### src/rtl/uart_crf_pkg.sv
package uart_crf_pkg;
   // word offsets
   localparam int OFS_CTRL   = 'h00;
   localparam int OFS_FRAME  = 'h04;
   localparam int OFS_CMD    = 'h0C;
   localparam int OFS_STAT   = 'h10;
   localparam int OFS_DIV    = 'h14;
   localparam int OFS_FLAGS  = 'h40;
   localparam int OFS_FSET   = 'h44;
   localparam int OFS_FCLR   = 'h48;
   localparam int OFS_IEN    = 'h4C;
   localparam int OFS_ROUTE  = 'h54;

   // command bits
   localparam int CMD_RX_ON  = 0;
   localparam int CMD_RX_OFF = 1;
   localparam int CMD_TX_ON  = 2;
   localparam int CMD_TX_OFF = 3;

   // status bits
   localparam int ST_RXEN  = 0;
   localparam int ST_TXEN  = 1;
   localparam int ST_IDLE  = 5;
   localparam int ST_LEVEL = 6;
   localparam int ST_RXAV  = 7;

   // flag bits
   localparam int FL_TXDONE = 0;
   localparam int FL_LEVEL  = 1;
   localparam int FL_RXWORD = 2;
   localparam int FL_OVR    = 4;
   localparam int FLAG_W    = 5;

   // control bits
   localparam int CT_SYNC  = 0;
   localparam int CT_LVSEL = 12;
endpackage

### src/rtl/uart_crf_mreg.sv
module uart_crf_mreg #(
   parameter int              W    = 32,
   parameter logic [W-1:0]    MASK = '1
) (
   input  logic          clk,
   input  logic          rst_n,
   input  logic          wr,
   input  logic [W-1:0]  wdata,
   output logic [W-1:0]  q
);
   always_ff @(posedge clk or negedge rst_n) begin
      if (!rst_n)  q <= '0;
      else if (wr) q <= wdata & MASK;
   end

   a_r10_masked_bits: assert property (@(posedge clk) disable iff (!rst_n)
      (q & ~MASK) == '0);
endmodule

### src/rtl/uart_crf_cmd.sv
module uart_crf_cmd #(
   parameter int W = 32
) (
   input  logic          clk,
   input  logic          rst_n,
   input  logic          cmd_wr,
   input  logic [W-1:0]  cmd_data,
   output logic          rx_en,
   output logic          tx_en
);
   import uart_crf_pkg::*;

   logic [1:0] on_req, off_req, en_q;
   assign on_req  = {cmd_data[CMD_TX_ON],  cmd_data[CMD_RX_ON]};
   assign off_req = {cmd_data[CMD_TX_OFF], cmd_data[CMD_RX_OFF]};

   for (genvar k = 0; k < 2; k++) begin : g_eng
      always_ff @(posedge clk or negedge rst_n) begin
         if (!rst_n)
            en_q[k] <= 1'b0;
         else if (cmd_wr && off_req[k])
            en_q[k] <= 1'b0;
         else if (cmd_wr && on_req[k])
            en_q[k] <= 1'b1;
      end
   end

   assign rx_en = en_q[0];
   assign tx_en = en_q[1];

   a_r2_rx_off_wins: assert property (@(posedge clk) disable iff (!rst_n)
      (cmd_wr && cmd_data[CMD_RX_OFF]) |=> !rx_en);
   a_r2_tx_off_wins: assert property (@(posedge clk) disable iff (!rst_n)
      (cmd_wr && cmd_data[CMD_TX_OFF]) |=> !tx_en);
   a_r2_hold: assert property (@(posedge clk) disable iff (!rst_n)
      !cmd_wr |=> ($stable(rx_en) && $stable(tx_en)));
endmodule

### src/rtl/uart_crf_flags.sv
module uart_crf_flags #(
   parameter int               FW        = 5,
   parameter logic [FW-1:0]    IMPL_MASK = 5'b10111
) (
   input  logic           clk,
   input  logic           rst_n,
   input  logic [FW-1:0]  hw_set,
   input  logic [FW-1:0]  sw_set,
   input  logic [FW-1:0]  sw_clr,
   input  logic           ien_wr,
   input  logic [FW-1:0]  ien_data,
   output logic [FW-1:0]  flags,
   output logic [FW-1:0]  ien,
   output logic           irq
);
   for (genvar i = 0; i < FW; i++) begin : g_flag
      if (IMPL_MASK[i]) begin : g_impl
         logic bit_q;
         always_ff @(posedge clk or negedge rst_n) begin
            if (!rst_n)                       bit_q <= 1'b0;
            else if (hw_set[i] || sw_set[i])  bit_q <= 1'b1;
            else if (sw_clr[i])               bit_q <= 1'b0;
         end
         assign flags[i] = bit_q;

         a_r8_set_wins: assert property (@(posedge clk) disable iff (!rst_n)
            (hw_set[i] || sw_set[i]) |=> flags[i]);
         a_r7_clear: assert property (@(posedge clk) disable iff (!rst_n)
            (sw_clr[i] && !hw_set[i] && !sw_set[i]) |=> !flags[i]);
      end else begin : g_none
         assign flags[i] = 1'b0;
      end
   end

   always_ff @(posedge clk or negedge rst_n) begin
      if (!rst_n)      ien <= '0;
      else if (ien_wr) ien <= ien_data & IMPL_MASK;
   end

   always_ff @(posedge clk or negedge rst_n) begin
      if (!rst_n) irq <= 1'b0;
      else        irq <= |(flags & ien);
   end

   a_r9_irq_rise: assert property (@(posedge clk) disable iff (!rst_n)
      $rose(irq) |-> $past(|(flags & ien)));
   a_r9_irq_fall: assert property (@(posedge clk) disable iff (!rst_n)
      $fell(irq) |-> !$past(|(flags & ien)));
endmodule

### src/rtl/uart_ctl_regfile.sv
module uart_ctl_regfile #(
   parameter int                  DATA_W     = 32,
   parameter int                  ADDR_W     = 8,
   parameter logic [DATA_W-1:0]   CTRL_MASK  = DATA_W'(32'h0000_1001),
   parameter logic [DATA_W-1:0]   FRAME_MASK = DATA_W'(32'h0000_FFFF),
   parameter logic [DATA_W-1:0]   DIV_MASK   = DATA_W'(32'h001F_FFC0),
   parameter logic [DATA_W-1:0]   ROUTE_MASK = DATA_W'(32'h0000_0703)
) (
   input  logic               clk,
   input  logic               rst_n,
   input  logic               bus_wr,
   input  logic [ADDR_W-1:0]  bus_addr,
   input  logic [DATA_W-1:0]  bus_wdata,
   output logic [DATA_W-1:0]  bus_rdata,
   input  logic               ev_tx_done,
   input  logic               ev_rx_word,
   input  logic               ev_rx_overrun,
   input  logic               lvl_tx_idle,
   input  logic               lvl_rx_avail,
   input  logic               lvl_buf_empty,
   input  logic               lvl_buf_half,
   output logic               rx_en,
   output logic               tx_en,
   output logic               sync_mode,
   output logic [DATA_W-1:0]  frame_cfg,
   output logic [DATA_W-1:0]  clkdiv_cfg,
   output logic               rx_pin_en,
   output logic               tx_pin_en,
   output logic [2:0]         pin_loc,
   output logic               irq
);
   import uart_crf_pkg::*;

   localparam logic [FLAG_W-1:0] FLAG_IMPL = FLAG_W'((1 << FL_TXDONE) | (1 << FL_LEVEL) |
                                                     (1 << FL_RXWORD) | (1 << FL_OVR));
   localparam int NCFG = 4;

   if (DATA_W < 16) begin : g_chk_w
      $error("DATA_W must be at least 16");
   end
   if (ADDR_W < 7) begin : g_chk_a
      $error("ADDR_W must reach offset 0x54");
   end

   function automatic logic hit(input logic [ADDR_W-1:0] a, input int ofs);
      return a == ADDR_W'(ofs);
   endfunction

   // configuration words: ctrl, frame, divider, route
   localparam int CFG_OFS [NCFG] = '{OFS_CTRL, OFS_FRAME, OFS_DIV, OFS_ROUTE};
   localparam logic [DATA_W-1:0] CFG_MASK [NCFG] = '{CTRL_MASK, FRAME_MASK, DIV_MASK, ROUTE_MASK};
   logic [DATA_W-1:0] cfg_q [NCFG];

   for (genvar r = 0; r < NCFG; r++) begin : g_cfg
      uart_crf_mreg #(.W(DATA_W), .MASK(CFG_MASK[r])) u_reg (
         .clk   (clk),
         .rst_n (rst_n),
         .wr    (bus_wr && hit(bus_addr, CFG_OFS[r])),
         .wdata (bus_wdata),
         .q     (cfg_q[r])
      );
   end

   assign sync_mode  = cfg_q[0][CT_SYNC];
   assign frame_cfg  = cfg_q[1];
   assign clkdiv_cfg = cfg_q[2];
   assign rx_pin_en  = cfg_q[3][0];
   assign tx_pin_en  = cfg_q[3][1];
   assign pin_loc    = cfg_q[3][10:8];

   uart_crf_cmd #(.W(DATA_W)) u_cmd (
      .clk      (clk),
      .rst_n    (rst_n),
      .cmd_wr   (bus_wr && hit(bus_addr, OFS_CMD)),
      .cmd_data (bus_wdata),
      .rx_en    (rx_en),
      .tx_en    (tx_en)
   );

   logic buf_level;
   assign buf_level = cfg_q[0][CT_LVSEL] ? lvl_buf_empty : lvl_buf_half;

   logic [FLAG_W-1:0] hw_set, flags, ien;
   always_comb begin
      hw_set            = '0;
      hw_set[FL_TXDONE] = ev_tx_done;
      hw_set[FL_LEVEL]  = buf_level;
      hw_set[FL_RXWORD] = ev_rx_word;
      hw_set[FL_OVR]    = ev_rx_overrun;
   end

   uart_crf_flags #(.FW(FLAG_W), .IMPL_MASK(FLAG_IMPL)) u_flags (
      .clk      (clk),
      .rst_n    (rst_n),
      .hw_set   (hw_set),
      .sw_set   ((bus_wr && hit(bus_addr, OFS_FSET)) ? bus_wdata[FLAG_W-1:0] : '0),
      .sw_clr   ((bus_wr && hit(bus_addr, OFS_FCLR)) ? bus_wdata[FLAG_W-1:0] : '0),
      .ien_wr   (bus_wr && hit(bus_addr, OFS_IEN)),
      .ien_data (bus_wdata[FLAG_W-1:0]),
      .flags    (flags),
      .ien      (ien),
      .irq      (irq)
   );

   logic [DATA_W-1:0] status;
   always_comb begin
      status           = '0;
      status[ST_RXEN]  = rx_en;
      status[ST_TXEN]  = tx_en;
      status[ST_IDLE]  = lvl_tx_idle;
      status[ST_LEVEL] = buf_level;
      status[ST_RXAV]  = lvl_rx_avail;
   end

   always_comb begin
      bus_rdata = '0;
      for (int r = 0; r < NCFG; r++)
         if (hit(bus_addr, CFG_OFS[r])) bus_rdata = cfg_q[r];
      if (hit(bus_addr, OFS_STAT))  bus_rdata = status;
      if (hit(bus_addr, OFS_FLAGS)) bus_rdata = DATA_W'(flags);
      if (hit(bus_addr, OFS_FSET))  bus_rdata = DATA_W'(flags);
      if (hit(bus_addr, OFS_IEN))   bus_rdata = DATA_W'(ien);
   end

   a_r3_cmd_reads_zero: assert property (@(posedge clk) disable iff (!rst_n)
      (hit(bus_addr, OFS_CMD) || hit(bus_addr, OFS_FCLR)) |-> bus_rdata == '0);
   a_r6_flag_write_ignored: assert property (@(posedge clk) disable iff (!rst_n)
      (bus_wr && hit(bus_addr, OFS_FLAGS) && hw_set == '0) |=> $stable(flags) || $past(flags) == '0);
   a_r8_level_reassert: assert property (@(posedge clk) disable iff (!rst_n)
      buf_level |=> flags[FL_LEVEL]);
endmodule

### config.mk
export PLATFORM = sky130hd
export DESIGN_NAME = uart_ctl_regfile
export DESIGN_NICKNAME = d
export VERILOG_FILES = /design/src/rtl/uart_crf_pkg.sv /design/src/rtl/uart_crf_mreg.sv /design/src/rtl/uart_crf_cmd.sv /design/src/rtl/uart_crf_flags.sv /design/src/rtl/uart_ctl_regfile.sv
export SDC_FILE = /design/constraint.sdc
export NUM_CORES = 1
export LEC_CHECK = 0
export BUFFER_PORTS_ARGS = -buffer_cell sky130_fd_sc_hd__buf_2
export CORE_MARGIN = 4
export CORE_UTILIZATION = 51
export CTS_CLUSTER_SIZE = 40
export DETAILED_ROUTE_END_ITERATION = 8
export GPL_TIMING_DRIVEN = 0
export MAX_ROUTING_LAYER = met4
export PLACE_DENSITY = 0.87
export REMOVE_ABC_BUFFERS = 1
export SLEW_MARGIN = 10
export SYNTH_ARGS = -nofsm -noshare
export SYNTH_HDL_FRONTEND = slang
export SYNTH_HIERARCHICAL = 1
export SYNTH_SLANG_ARGS = --single-unit
### constraint.sdc
create_clock -name clk -period 1.8 [get_ports clk]
set_input_delay 0.09 -clock clk [delete_from_list [all_inputs] [get_ports clk]]
set_output_delay 0.09 -clock clk [all_outputs]
set_load 0.01 [all_outputs]
==> flow_summary.ini <==
[setup_path]
crit_family = simple AND/OR/NAND/NOR gates
critPathSlowestCell = or3b_2
path_cells = or3b_2 -> a31oi_2 -> o32ai_1 -> buf_2
cpPeakStageDelay_ns = 0.48
r2r_slack_ns = 0.71
path_buf_inv = 1
path_max_fanout = 3
crit_arrival_ns = 1.68
r2r-start = g_cfg[0].u_reg/q[12]$_DFFE_PN0P_
endpoint_kind = output port
required_ns = 1.71
criticalPathCategory = flip-flop to output port
critPathLaunchType = flip-flop
r2r.worst_path.cells = 3
r2r-end = u_flags/g_flag[1].g_impl.bit_q$_DFFE_PN0P_

[placement]
gp_congestion = 0.8967
place_inst = 644
io_buffers = 100
pre_cts_ws_ns = -1.537
dp_hpwl_mm = 7.766

[cts]
clkTransAtPathRegs_ns = 0.09
root_buffer = clkbuf_8
clkSinkCount = 49
clockBufferDepth = 2
htreeDepth = 2
numCtsBuffers = 5
clk_latency_ns = 0.30
cts_tree = done

[detailed_routing]
vias = 3513
drt-initial-drc-count = 168
firstDrtPassIters = 7
wire_per_inst_um = 16.82
antenna_left = 0
routed_wl_mm = 11.23
drcViolationCount = 0
via_per_inst = 5.259

[hold_path]
hold_end = g_cfg[2].u_reg/q[18]$_DFFE_PN0P_
hold_start = bus_wdata[18]
holdPathStages = 2
hp-class = input pin to flip-flop

[floorplan]
start_util_pct = 53.11
die_w_um = 98.40
core_um2 = 7848
io_pins = 155
die_y_um = 98.40
rows = 32
dieArea_um2 = 9683

[layout]
layout.cells.non_filler = 668
drive_gt1_share_pct = 32.09
num-nets-final = 613
area_growth_pct = 10.81
final_util_pct = 58.85

[power]
leakage_nw = 2.359
seq_power_share_pct = 49.9
ir_drop_mv = 0.3552
pwr-share-clk_pct = 28.3
comb_power_share_pct = 21.8
p_sw_share_pct = 31.37
switchingPower_mw = 0.7474
intPower_mw = 1.635
powerDensity_nw_per_um2 = 515.9

[synth]
synth_area_um2 = 4168
yosys_warnings = 6
syn-mean-instance-area_um2 = 8.793
synthCells = 474

[run]
drv_cap = 0

[timing]
clock_skew_ns = 0.009845
timing.slew.headroom_pct = 56.94
setup_slack_ns = 0.02547
hold_violations = 0
period_needed_ns = 1.775
slew_violations = 0
setup_viol = 0
rsz0062_at_grt = true
worst_slew_pin_slew_ns = 0.6458
fmax_mhz = 563.5
finalCritPeriodShare_pct = 98.59

[global_route]
grt_max_degree = 51
overflow = 0
first_global_vias = 3585
grtUsageTotal_pct = 23.05
antenna_found_initial = 2
grt_pass1_wl_mm = 17.71

[status]
status = finished, final reports clean
worst reg2reg max path: cells and delay by family, from the launching register on:
family / cells / cell delay, ns
AOI/OAI and AO/OA: 1 / 0.09
DFF: 1 / 0.38
muxes: 1 / 0.39
and+or+nand+nor: 1 / 0.12
flip-flops by register name (all words and copies together), names as in the netlist:
name and flops:
g_cfg.u_reg/q 38, u_flags/g_flag.g_impl.bit_q 4, u_flags/ien 4, u_cmd/rx_en 1, u_cmd/tx_en 1, u_flags/irq 1
power by group through the flow:
stage	clock [mW]	combinational [mW]	sequential, mW
finish	0.675	0.518	1.19
global route	0.744	0.568	1.20
CTS	0.694	0.490	1.19
detailed placement	0	0.464	1.21
global placement	0	0.446	1.21
floorplan	0	0.233	1.23
worst max-delay path by stage:
stage	slack (ns)	depth (start not counted)	to	from
after detailed placement	-1.54	6	g_cfg[2].u_reg/q[20]$_DFFE_PN0P_	bus_addr[2]
after global routing	-0.01	6	bus_rdata[0]	bus_addr[5]
after global placement	-2.19	5	g_cfg[2].u_reg/q[8]$_DFFE_PN0P_	bus_addr[2]
after CTS	0.004	7	bus_rdata[19]	bus_addr[6]
final	0.03	4	bus_rdata[1]	g_cfg[3].u_reg/q[1]$_DFFE_PN0P_
after floorplan	-0.72	4	g_cfg[2].u_reg/q[18]$_DFFE_PN0P_	bus_addr[5]
timing repair:
item / 4_1_cts / 5_1_grt
buffers inserted: 6 / 1
endpoints found under the hold margin: 4 / 50
hold buffers: 4 / 2
cloned: 1 / 0
pin swaps: 3 / 8
gates resized for setup: 16 / 7
endpoints found under the setup margin: 64 / 35
through the flow:
step	setup TNS [ns]	area (um^2)	power [mW]	hold slack [ns]
3_5_place_dp	-58.25	4294	1.674	0.2931
3_3_place_gp	-93.33	4238	1.653	0.2877
4_1_cts	0	4552	2.373	0.002053
5_1_grt	-0.01255	4618	2.511	0.007304
6_report	0	4618	2.382	0.01926
2_1_floorplan	-21.61	3610	1.460	-0.2056
per-layer routing:
layer | GRT usage (%) | up-vias | part of all wire [%]
met1 | 27.83 | 1679 | 41
met2 | 39.00 | 185 | 49
li1 | - | 1632 | -
met5 | - | - | 0
met3 | 5.214 | 17 | 8.9
met4 | 5.777 | 0 | 1.3
layout by cell type (no fill, tap or decap), types with 20 or more instances in the layout:
cell and instances:
nand2_1 34, dfrtp_1 49, a21oi_1 35, conb_1 92, mux2i_1 27, buf_2 97
mux2_2 22, nor2_1 44, mux2_4 20, o21ai_0 33
cell type report:
type                    count  area [um^2]
clock buffers               5        68.82
inverters                   8        30.03
multi-input cells         383         2446
clock inverters             3        21.27
diodes                      2        5.005
flip-flops and latches     49         1226
well taps                 102        127.6
fillers                   690         3229
repair buffers            116        693.2
No activity file was read; power rests on OpenSTA's default activity.
